==> config.mk <==
export PLATFORM = sky130hd
export DESIGN_NAME = mbus_front
export DESIGN_NICKNAME = d
export VERILOG_FILES = /design/src/rtl/mbus_pkg.sv /design/src/rtl/mbus_sync.sv /design/src/rtl/mbus_decode.sv /design/src/rtl/mbus_front.sv
export SDC_FILE = /design/constraint.sdc
export NUM_CORES = 1
export LEC_CHECK = 0
export ABC_AREA = 1
export BUFFER_PORTS_ARGS = -buffer_cell sky130_fd_sc_hd__buf_2
export CORE_ASPECT_RATIO = 0.7
export CORE_MARGIN = 3
export CORE_UTILIZATION = 55
export DETAILED_ROUTE_END_ITERATION = 6
export GPL_TIMING_DRIVEN = 0
export PLACE_DENSITY = 0.86
export SETUP_SLACK_MARGIN = 0.15
export SYNTH_ARGS = -nofsm -noshare
export SYNTH_HDL_FRONTEND = slang
export SYNTH_HIERARCHICAL = 1
export SYNTH_SLANG_ARGS = --single-unit
==> constraint.sdc <==
create_clock -name clk -period 2.6 [get_ports clk]
set_input_delay 0.52 -clock clk [delete_from_list [all_inputs] [get_ports clk]]
set_output_delay 0.52 -clock clk [all_outputs]
set_load 0.02 [all_outputs]
==> src/rtl/mbus_pkg.sv <==
package mbus_pkg;

    typedef enum logic {
        MODE_SEP_STROBES = 1'b0,
        MODE_STROBE_DIR  = 1'b1
    } bus_mode_e;

    typedef struct packed {
        logic rd;
        logic wr;
    } phase_t;

    // Bit positions inside the control synchronizer vector
    localparam int CTL_ALE  = 0;
    localparam int CTL_DSTB = 1;
    localparam int CTL_DIR  = 2;
    localparam int CTL_CSN  = 3;
    localparam int CTL_PF   = 4;
    localparam int CTL_BRN  = 5;
    localparam int CTL_W    = 6;

    // Idle values loaded into the synchronizers by reset
    localparam logic [CTL_W-1:0] CTL_IDLE = 6'b001100;

    function automatic phase_t decode_phase(bus_mode_e mode, logic dstb, logic dir);
        phase_t p;
        if (mode == MODE_STROBE_DIR) begin
            p.rd = dstb & dir;
            p.wr = dstb & ~dir;
        end else begin
            p.wr = ~dir;
            p.rd = ~dstb & dir;
        end
        return p;
    endfunction

endpackage

==> src/rtl/mbus_sync.sv <==
module mbus_sync #(
    parameter int W = 1,
    parameter int STAGES = 2,
    parameter logic [W-1:0] RST_VAL = '0
) (
    input  logic         clk,
    input  logic         rst,
    input  logic [W-1:0] d,
    output logic [W-1:0] q
);
    logic [W-1:0] chain [STAGES];

    always_ff @(posedge clk) begin
        if (rst) chain[0] <= RST_VAL;
        else     chain[0] <= d;
    end

    generate
        for (genvar i = 1; i < STAGES; i++) begin : g_stage
            always_ff @(posedge clk) begin
                if (rst) chain[i] <= RST_VAL;
                else     chain[i] <= chain[i-1];
            end
        end
    endgenerate

    assign q = chain[STAGES-1];
endmodule

==> src/rtl/mbus_decode.sv <==
module mbus_decode
    import mbus_pkg::*;
(
    input  logic      clk,
    input  logic      rst,
    input  bus_mode_e mode,
    input  logic      dstb_s,
    input  logic      dir_s,
    input  logic      cs_n_s,
    input  logic      pf_s,
    input  logic      brn_s,
    output logic      rd_pulse,
    output logic      wr_pulse,
    output logic      wr_phase,
    output logic      oe
);
    phase_t ph;
    logic   qual;
    logic   rd_prev, wr_prev;
    logic   rd_start, wr_start, wr_end;
    logic   wr_ok, rd_act;

    always_comb begin
        ph       = decode_phase(mode, dstb_s, dir_s);
        qual     = ~cs_n_s & ~pf_s & brn_s;
        rd_start = ph.rd & ~rd_prev;
        wr_start = ph.wr & ~wr_prev;
        wr_end   = ~ph.wr & wr_prev;
    end

    assign wr_phase = ph.wr;

    always_ff @(posedge clk) begin
        if (rst) begin
            rd_prev  <= 1'b0;
            wr_prev  <= 1'b0;
            wr_ok    <= 1'b0;
            rd_act   <= 1'b0;
            rd_pulse <= 1'b0;
            wr_pulse <= 1'b0;
            oe       <= 1'b0;
        end else begin
            rd_prev  <= ph.rd;
            wr_prev  <= ph.wr;
            rd_pulse <= rd_start & qual;
            wr_pulse <= wr_end & wr_ok & qual;

            // Write stays armed only if qualified for the whole phase
            if (wr_start)            wr_ok <= qual;
            else if (ph.wr && !qual) wr_ok <= 1'b0;
            else if (wr_end)         wr_ok <= 1'b0;

            if (rd_start && qual)       rd_act <= 1'b1;
            else if (!ph.rd || !qual)   rd_act <= 1'b0;

            oe <= rd_act & ph.rd & qual;
        end
    end
endmodule

==> src/rtl/mbus_front.sv <==
module mbus_front
    import mbus_pkg::*;
#(
    parameter int DW = 8,
    parameter int AW = 7,
    parameter int SYNC_STAGES = 2
) (
    input  logic          clk,
    input  logic          rst,
    input  logic          mode_i,
    input  logic          ale_i,
    input  logic          dstb_i,
    input  logic          dir_i,
    input  logic          cs_n_i,
    input  logic          pwr_fail_i,
    input  logic          bus_rst_n_i,
    input  logic [DW-1:0] ad_i,
    output logic [DW-1:0] ad_o,
    output logic          ad_oe_o,
    output logic [AW-1:0] reg_addr_o,
    output logic          reg_rd_o,
    output logic          reg_wr_o,
    output logic [DW-1:0] reg_wdata_o,
    input  logic [DW-1:0] reg_rdata_i
);
    localparam int ADDR_LSB = 0;

    logic [CTL_W-1:0] ctl_raw, ctl_s;
    logic [DW-1:0]    ad_s;
    logic             ale_s, ale_prev, ale_fall;
    logic             cs_n_s, pf_s, brn_s;
    logic             wr_phase;
    logic [DW-1:0]    rd_hold, wd_hold;
    logic [AW-1:0]    addr_q;
    bus_mode_e        mode;

    assign mode = bus_mode_e'(mode_i);

    always_comb begin
        ctl_raw           = '0;
        ctl_raw[CTL_ALE]  = ale_i;
        ctl_raw[CTL_DSTB] = dstb_i;
        ctl_raw[CTL_DIR]  = dir_i;
        ctl_raw[CTL_CSN]  = cs_n_i;
        ctl_raw[CTL_PF]   = pwr_fail_i;
        ctl_raw[CTL_BRN]  = bus_rst_n_i;
    end

    mbus_sync #(.W(CTL_W), .STAGES(SYNC_STAGES), .RST_VAL(CTL_IDLE)) u_ctl_sync (
        .clk(clk), .rst(rst), .d(ctl_raw), .q(ctl_s)
    );

    mbus_sync #(.W(DW), .STAGES(SYNC_STAGES), .RST_VAL('0)) u_ad_sync (
        .clk(clk), .rst(rst), .d(ad_i), .q(ad_s)
    );

    assign ale_s  = ctl_s[CTL_ALE];
    assign cs_n_s = ctl_s[CTL_CSN];
    assign pf_s   = ctl_s[CTL_PF];
    assign brn_s  = ctl_s[CTL_BRN];
    assign ale_fall = ale_prev & ~ale_s;

    mbus_decode u_dec (
        .clk(clk), .rst(rst), .mode(mode),
        .dstb_s(ctl_s[CTL_DSTB]), .dir_s(ctl_s[CTL_DIR]),
        .cs_n_s(cs_n_s), .pf_s(pf_s), .brn_s(brn_s),
        .rd_pulse(reg_rd_o), .wr_pulse(reg_wr_o),
        .wr_phase(wr_phase), .oe(ad_oe_o)
    );

    // Address latch: no chip-select gating, by intent
    always_ff @(posedge clk) begin
        if (rst) begin
            ale_prev <= 1'b0;
            addr_q   <= '0;
        end else begin
            ale_prev <= ale_s;
            if (ale_fall) addr_q <= ad_s[ADDR_LSB +: AW];
        end
    end

    // Data holding registers for both directions
    always_ff @(posedge clk) begin
        if (rst) begin
            rd_hold <= '0;
            wd_hold <= '0;
        end else begin
            if (wr_phase) wd_hold <= ad_s;
            if (reg_rd_o) rd_hold <= reg_rdata_i;
        end
    end

    assign reg_addr_o  = addr_q;
    assign reg_wdata_o = wd_hold;
    assign ad_o        = rd_hold;
endmodule

# After elaboration in Yosys (flattened, before gate mapping)
# Memories as Yosys holds them, arrays and structs flattened.
# Index checks and enable logic that the tools add are counted.
[classes]
mux = 13
bitwise = 26
n_reduce_logical = 7
[op_table]
columns = ["cell", "count"]
rows = [
  ["8-bit 2-to-1 mux", 2],
  ["1-bit AND", 14],
  ["6-bit 2-to-1 mux", 2],
  ["1-bit 2-to-1 mux", 8],
  ["1-bit NOT", 8],
  ["1-bit bitwise OR", 4],
  ["3-bit nonzero test", 1],
  ["1-bit logical AND", 2],
  ["1-bit zero test", 2],
  ["2-bit 2-to-1 mux", 1],
  ["2-bit nonzero test", 1],
  ["1-bit logical OR", 1],
]
[word_totals]
mem_count = 2
mem_bits_rw = 28
reg_bits = 31
wordCells = 59
[memory_table]
columns = ["memory", "words", "word_bits", "rd", "rd_ports_with_merged_regs", "wr", "line_no", "rtl"]
rows = [
  ["u_ad_sync.chain", 2, 8, 2, 0, 2, "mbus_sync.sv:11", "logic [W-1:0] chain [STAGES];"],
  ["u_ctl_sync.chain", 2, 6, 2, 0, 2, "mbus_sync.sv:11", ""],
]

# Depth between registers and ports, before layout
[depth]
depth_word = 8
mapped_depth = 9

# Cells and area by module
# Netlist, hierarchy kept.
[by_module_without_submodules]
columns = ["module", "seq_area_each_um2", "area_per_inst_um2", "n_inst", "cells_each"]
rows = [
  ["mbus_front", 480.5, 879.6, 1, 110],
  ["mbus_sync (u_ad_sync)", 320.3, 474.2, 1, 50],
  ["mbus_sync (u_ctl_sync)", 240.2, 345.3, 1, 38],
  ["mbus_decode", 140.1, 335.3, 1, 40],
]

# Worst setup path after synthesis
# Ideal clock, no wire load.
[synth_timing]
path_type = "in2reg"
startpoint = "in mode_i"
endpoint = "reg u_dec.wr_ok"
path_slack_ps = 1314
path_buffers = 0
t_arrival_ps = 1172
t_required_ps = 2486
stages = 7
cell_sequence = "nand2_2 -> nand2_4 -> ha_1 -> inv_1 -> nand2_1 -> nand3_1 -> a21oi_2"
[synth_between]
elab_chain_len = 4
[synth_lines]
columns = ["element", "line_no", "rtl"]
rows = [
  ["from (decl)", "mbus_front.sv:10", "input logic mode_i,"],
  ["2-bit 2-to-1 mux *", "mbus_pkg.sv:27", "if (mode == MODE_STROBE_DIR) begin"],
  ["1-bit NOT or 1-bit logical AND (tied branches)", "mbus_decode.sv:28, mbus_decode.sv:50", ""],
  ["1-bit AND or 1-bit 2-to-1 mux (tied branches)", "mbus_decode.sv:28, mbus_decode.sv:50", ""],
  ["3-bit nonzero test (no source line) or 1-bit 2-to-1 mux (tied branches)", "-", ""],
  ["to (signal assigned)", "mbus_decode.sv:49", "if (wr_start) wr_ok <= qual;"],
  ["to (decl)", "mbus_decode.sv:21", "logic wr_ok, rd_act;"],
]
# Every way passes the cells marked *; elsewhere a longest branch is shown, timed or not.
# A chain may end at the register's enable or synchronous reset.

# Worst setup path after layout
[layout_timing]
startpoint = "reg u_dec.rd_pulse"
endpoint = "out reg_rd_o"
[layout_rtl]
columns = ["element", "line_no", "rtl"]
rows = [
  ["from (decl)", "mbus_decode.sv:12", "output logic rd_pulse,"],
  ["from (signal assigned)", "mbus_decode.sv:45", "rd_pulse <= rd_start & qual;"],
  ["to (decl)", "mbus_front.sv:21", "output logic reg_rd_o,"],
]
# No word-level cell between the ends.

==> impl_metrics.py <==
metrics = {
    "setup_path": {
        "kind_of_cell_adding_the_most_delay_to_the_critical_path": "flip-flops",
        "worst-endpoint-arrival_ps": 980,
        "timing.critical_path.from": "u_dec/rd_pulse",
        "cp_num_buf_inv": 1,
        "critical_path.reg2reg.endpoint": "u_dec/wr_ok",
        "cell_count_of_the_worst_reg_to_reg_path": 9,
        "worst-endpoint-required_ps": 2080,
        "critical_path_cell_count": 1,
        "cp_slowest_stage_delay_ps": 450,
        "rr_startpoint": "u_ctl_sync/chain[1][1]",
        "critical_path.max_fanout": 10,
        "cp_cell_instances": "buf_2",
        "worst_path_max_delay_cell": "sky130_fd_sc_hd__dfxtp_1",
        "critical_path.endpoint": "reg_rd_o",
        "crit_type": "reg2out",
        "worst_setup_path_end_kind": "output pin",
        "r2r_slack_ps": 1320,
        "crit_path_start_kind": "register",
    },
    "synth": {
        "synth_top_area_frac": 0.581,
        "syn-mean-instance-area_um2": 8.55,
        "synthCells": 238,
        "yosys_register_bits": 59,
        "yosysTopAreaCell": "sky130_fd_sc_hd__dfxtp_1",
        "syn-cell-area_um2": 2030,
        "syn-num-nets": 265,
        "synth_cell_types": 20,
        "yosysSeqAreaShare": 0.581,
        "post_synth_main_area_contributors": "sky130_fd_sc_hd__dfxtp_1 (58%), sky130_fd_sc_hd__nor2_1 (10%), sky130_fd_sc_hd__inv_1 (8.9%), sky130_fd_sc_hd__o21ai_0 (3.2%), sky130_fd_sc_hd__nand2_1 (2.8%)",
        "yosys_warnings": 6,
    },
    "floorplanning": {
        "ioPinCount": 51,
        "floorplan.core_area_um2": 3340,
        "floorplan.die_area_um2": 4480,
        "die_height_um": 56.9,
        "horizontal_die_dimension_um": 78.7,
        "num_rows": 17,
        "floorplan.initialDensity": 0.609,
    },
    "timing": {
        "fin_skew_ps": 4.76,
        "grt_setup_unrepaired": "false",
        "max_slew_margin": 0.837,
        "totalNegativeSetupSlack_ps": 0,
        "drv_slew": 0,
        "period_share": 0.577,
        "fin_crit_ps": 1500,
        "tightestPinTransition_ps": 244,
        "finalSetupViolCount": 0,
        "fmax_mhz": 667,
        "final.setup.worst_slack_ps": 1100,
        "hold_viol": 0,
    },
    "clocking": {
        "hold_buffers": 0,
        "clock_latency_at_the_later_pin_of_the_worst_skew_pair_ps": 320,
        "cts_htree_levels": 3,
        "cts_resized": 0,
        "cts_num_sinks": 59,
        "clk_pin_slew_worst_paths_ps": 60,
        "clock-root-buffer": "sky130_fd_sc_hd__clkbuf_8",
        "cts_setup_buffers": 0,
        "cts.path.max_buffers": 2,
        "numCtsBuffers": 9,
        "tritoncts": "built",
    },
    "power": {
        "power.density_cell_area_nw_per_um2": 746,
        "power_leakage_nw": 1.32,
        "irDropWorstVdd_v": 0.000516,
    },
    "detailed_routing": {
        "dr.pass1.iters": 5,
        "wl_per_cell_um": 9.99,
        "drtAntennaViolNets": 0,
        "final_wl_um": 3510,
        "detail_route.drc_violations": 0,
        "number_of_design_rule_violations_left_by_the_first_detailed_router_iteration": 50,
        "routed-via-count": 1503,
        "mean_number_of_vias_per_cell": 4.28,
    },
    "hold_path": {
        "hold_critical_path_depth": 3,
        "hold_class": "in2reg",
        "min_from": "cs_n_i",
    },
    "status": {
        "run_status": "completed",
    },
    "final_layout": {
        "diodes": 0,
        "number_of_cells_in_the_finished_layout_apart_from_fillers": 351,
        "area_growth_syn_to_layout_pct": 25.6,
        "finalCoreUtilization": 0.765,
        "layout_common_cells": "sky130_fd_sc_hd__dfxtp_1 (59), sky130_fd_sc_hd__nor2_1 (56), sky130_fd_sc_hd__buf_2 (50), sky130_fd_sc_hd__inv_1 (48), sky130_fd_sc_hd__nand2_1 (15)",
        "finalNetCount": 326,
        "commonest_non_fill_non_tap_cell_in_the_layout": "sky130_fd_sc_hd__dfxtp_1",
        "layout-drive-gt1-share": 0.303,
        "layout.filler_cells": 245,
    },
    "global_routing": {
        "overall_overflow_remaining_after_global_route": 0,
        "groute.usage.overall": 0.180,
        "grt_start_max_net_pins": 11,
        "grt_first_pass_wirelength_um": 6090,
        "grt_antenna_before_repair": 0,
        "first_global_vias": 1448,
    },
    "placement": {
        "detailedPlace.worstSlack_ps": 1100,
        "placement.io_buffers": 50,
        "dp.cells": 335,
        "gpl.final_weighted_congestion": 0.749,
        "detailedPlacementHpwl_um": 2550,
    },
    "job": {
        "maxCapViolations": 0,
    },
}
-- metal layers --
layer,GRT usage,wire (um),vias to the layer above
li1,-,-,828
met1,0.200,1600,626
met2,0.289,1570,46
met3,0.0994,308,3
met4,0.0673,32,0
met5,0,0,-
-- cells by family (layout without fill, tap and decap cells) --
logic type,Yosys count,in the layout,synth area share
flip-flops,59,59,0.581
adder cells (fa/ha/maj),2,2,0.0123
AND/OR/NAND/NOR,92,92,0.203
AO/OA/AOI/OAI,26,26,0.0713
buffers and inverters,59,125,0.133
-- sequential cells by signal, summed over array words and instances (netlist names) --
| name | count |
|---|---|
| reg_addr_o | 7 |
| u_dec/wr_prev | 1 |
| u_dec/rd_pulse | 1 |
| u_ctl_sync/chain | 12 |
| u_dec/rd_prev | 1 |
| ale_prev | 1 |
| ad_o | 8 |
| u_dec/rd_act | 1 |
| u_dec/wr_pulse | 1 |
| u_dec/oe | 1 |
| u_dec/wr_ok | 1 |
| u_ad_sync/chain | 16 |
| reg_wdata_o | 8 |
-- worst min-delay path by stage --
stage | end | slack (ps)
after floorplan | u_ctl_sync/chain[1][2] | 390
after global placement | u_ad_sync/chain[1][1] | 390
after detailed placement | u_ad_sync/chain[1][2] | 390
after CTS | u_ctl_sync/chain[0][3] | 350
after global routing | u_ctl_sync/chain[0][3] | 360
final | u_ctl_sync/chain[0][3] | 380
-- stage by stage --
step | power (mW) | hold WS (ps) | instance area [um^2]
floorplan | 1.04 | 387 | 2030
detailed placement | 1.09 | 393 | 2340
global placement | 1.08 | 392 | 2340
finish | 1.91 | 376 | 2560
global route | 2.00 | 365 | 2560
CTS | 1.93 | 354 | 2560
-- power by group --
| part | internal (mW) | switching [mW] |
|---|---|---|
| clock | 0.517 | 0.322 |
| combinational | 0.0499 | 0.0694 |
| sequential | 0.936 | 0.0130 |
| total | 1.50 | 0.404 |
-- synth_stat cells (all sizes together) --
cell	number
inv	52
ha	2
nand3	12
nor2	62
a21oi	10
buf	7
dfxtp	59
o21ai	16
nand2	18
-- cell type report --
class                           instances  area, um^2  area share
Timing Repair Buffer                   50         250      0.0979
Buffer                                  7        75.1      0.0294
Clock buffer                           12         165      0.0646
Sequential cell                        59        1180       0.462
Tap cell                               47        58.8      0.0230
Clock inverter                          4        47.5      0.0186
Inverter                               52         195      0.0764
Multi-Input combinational cell        120         583       0.228
Power figures use the tool's default switching activity.
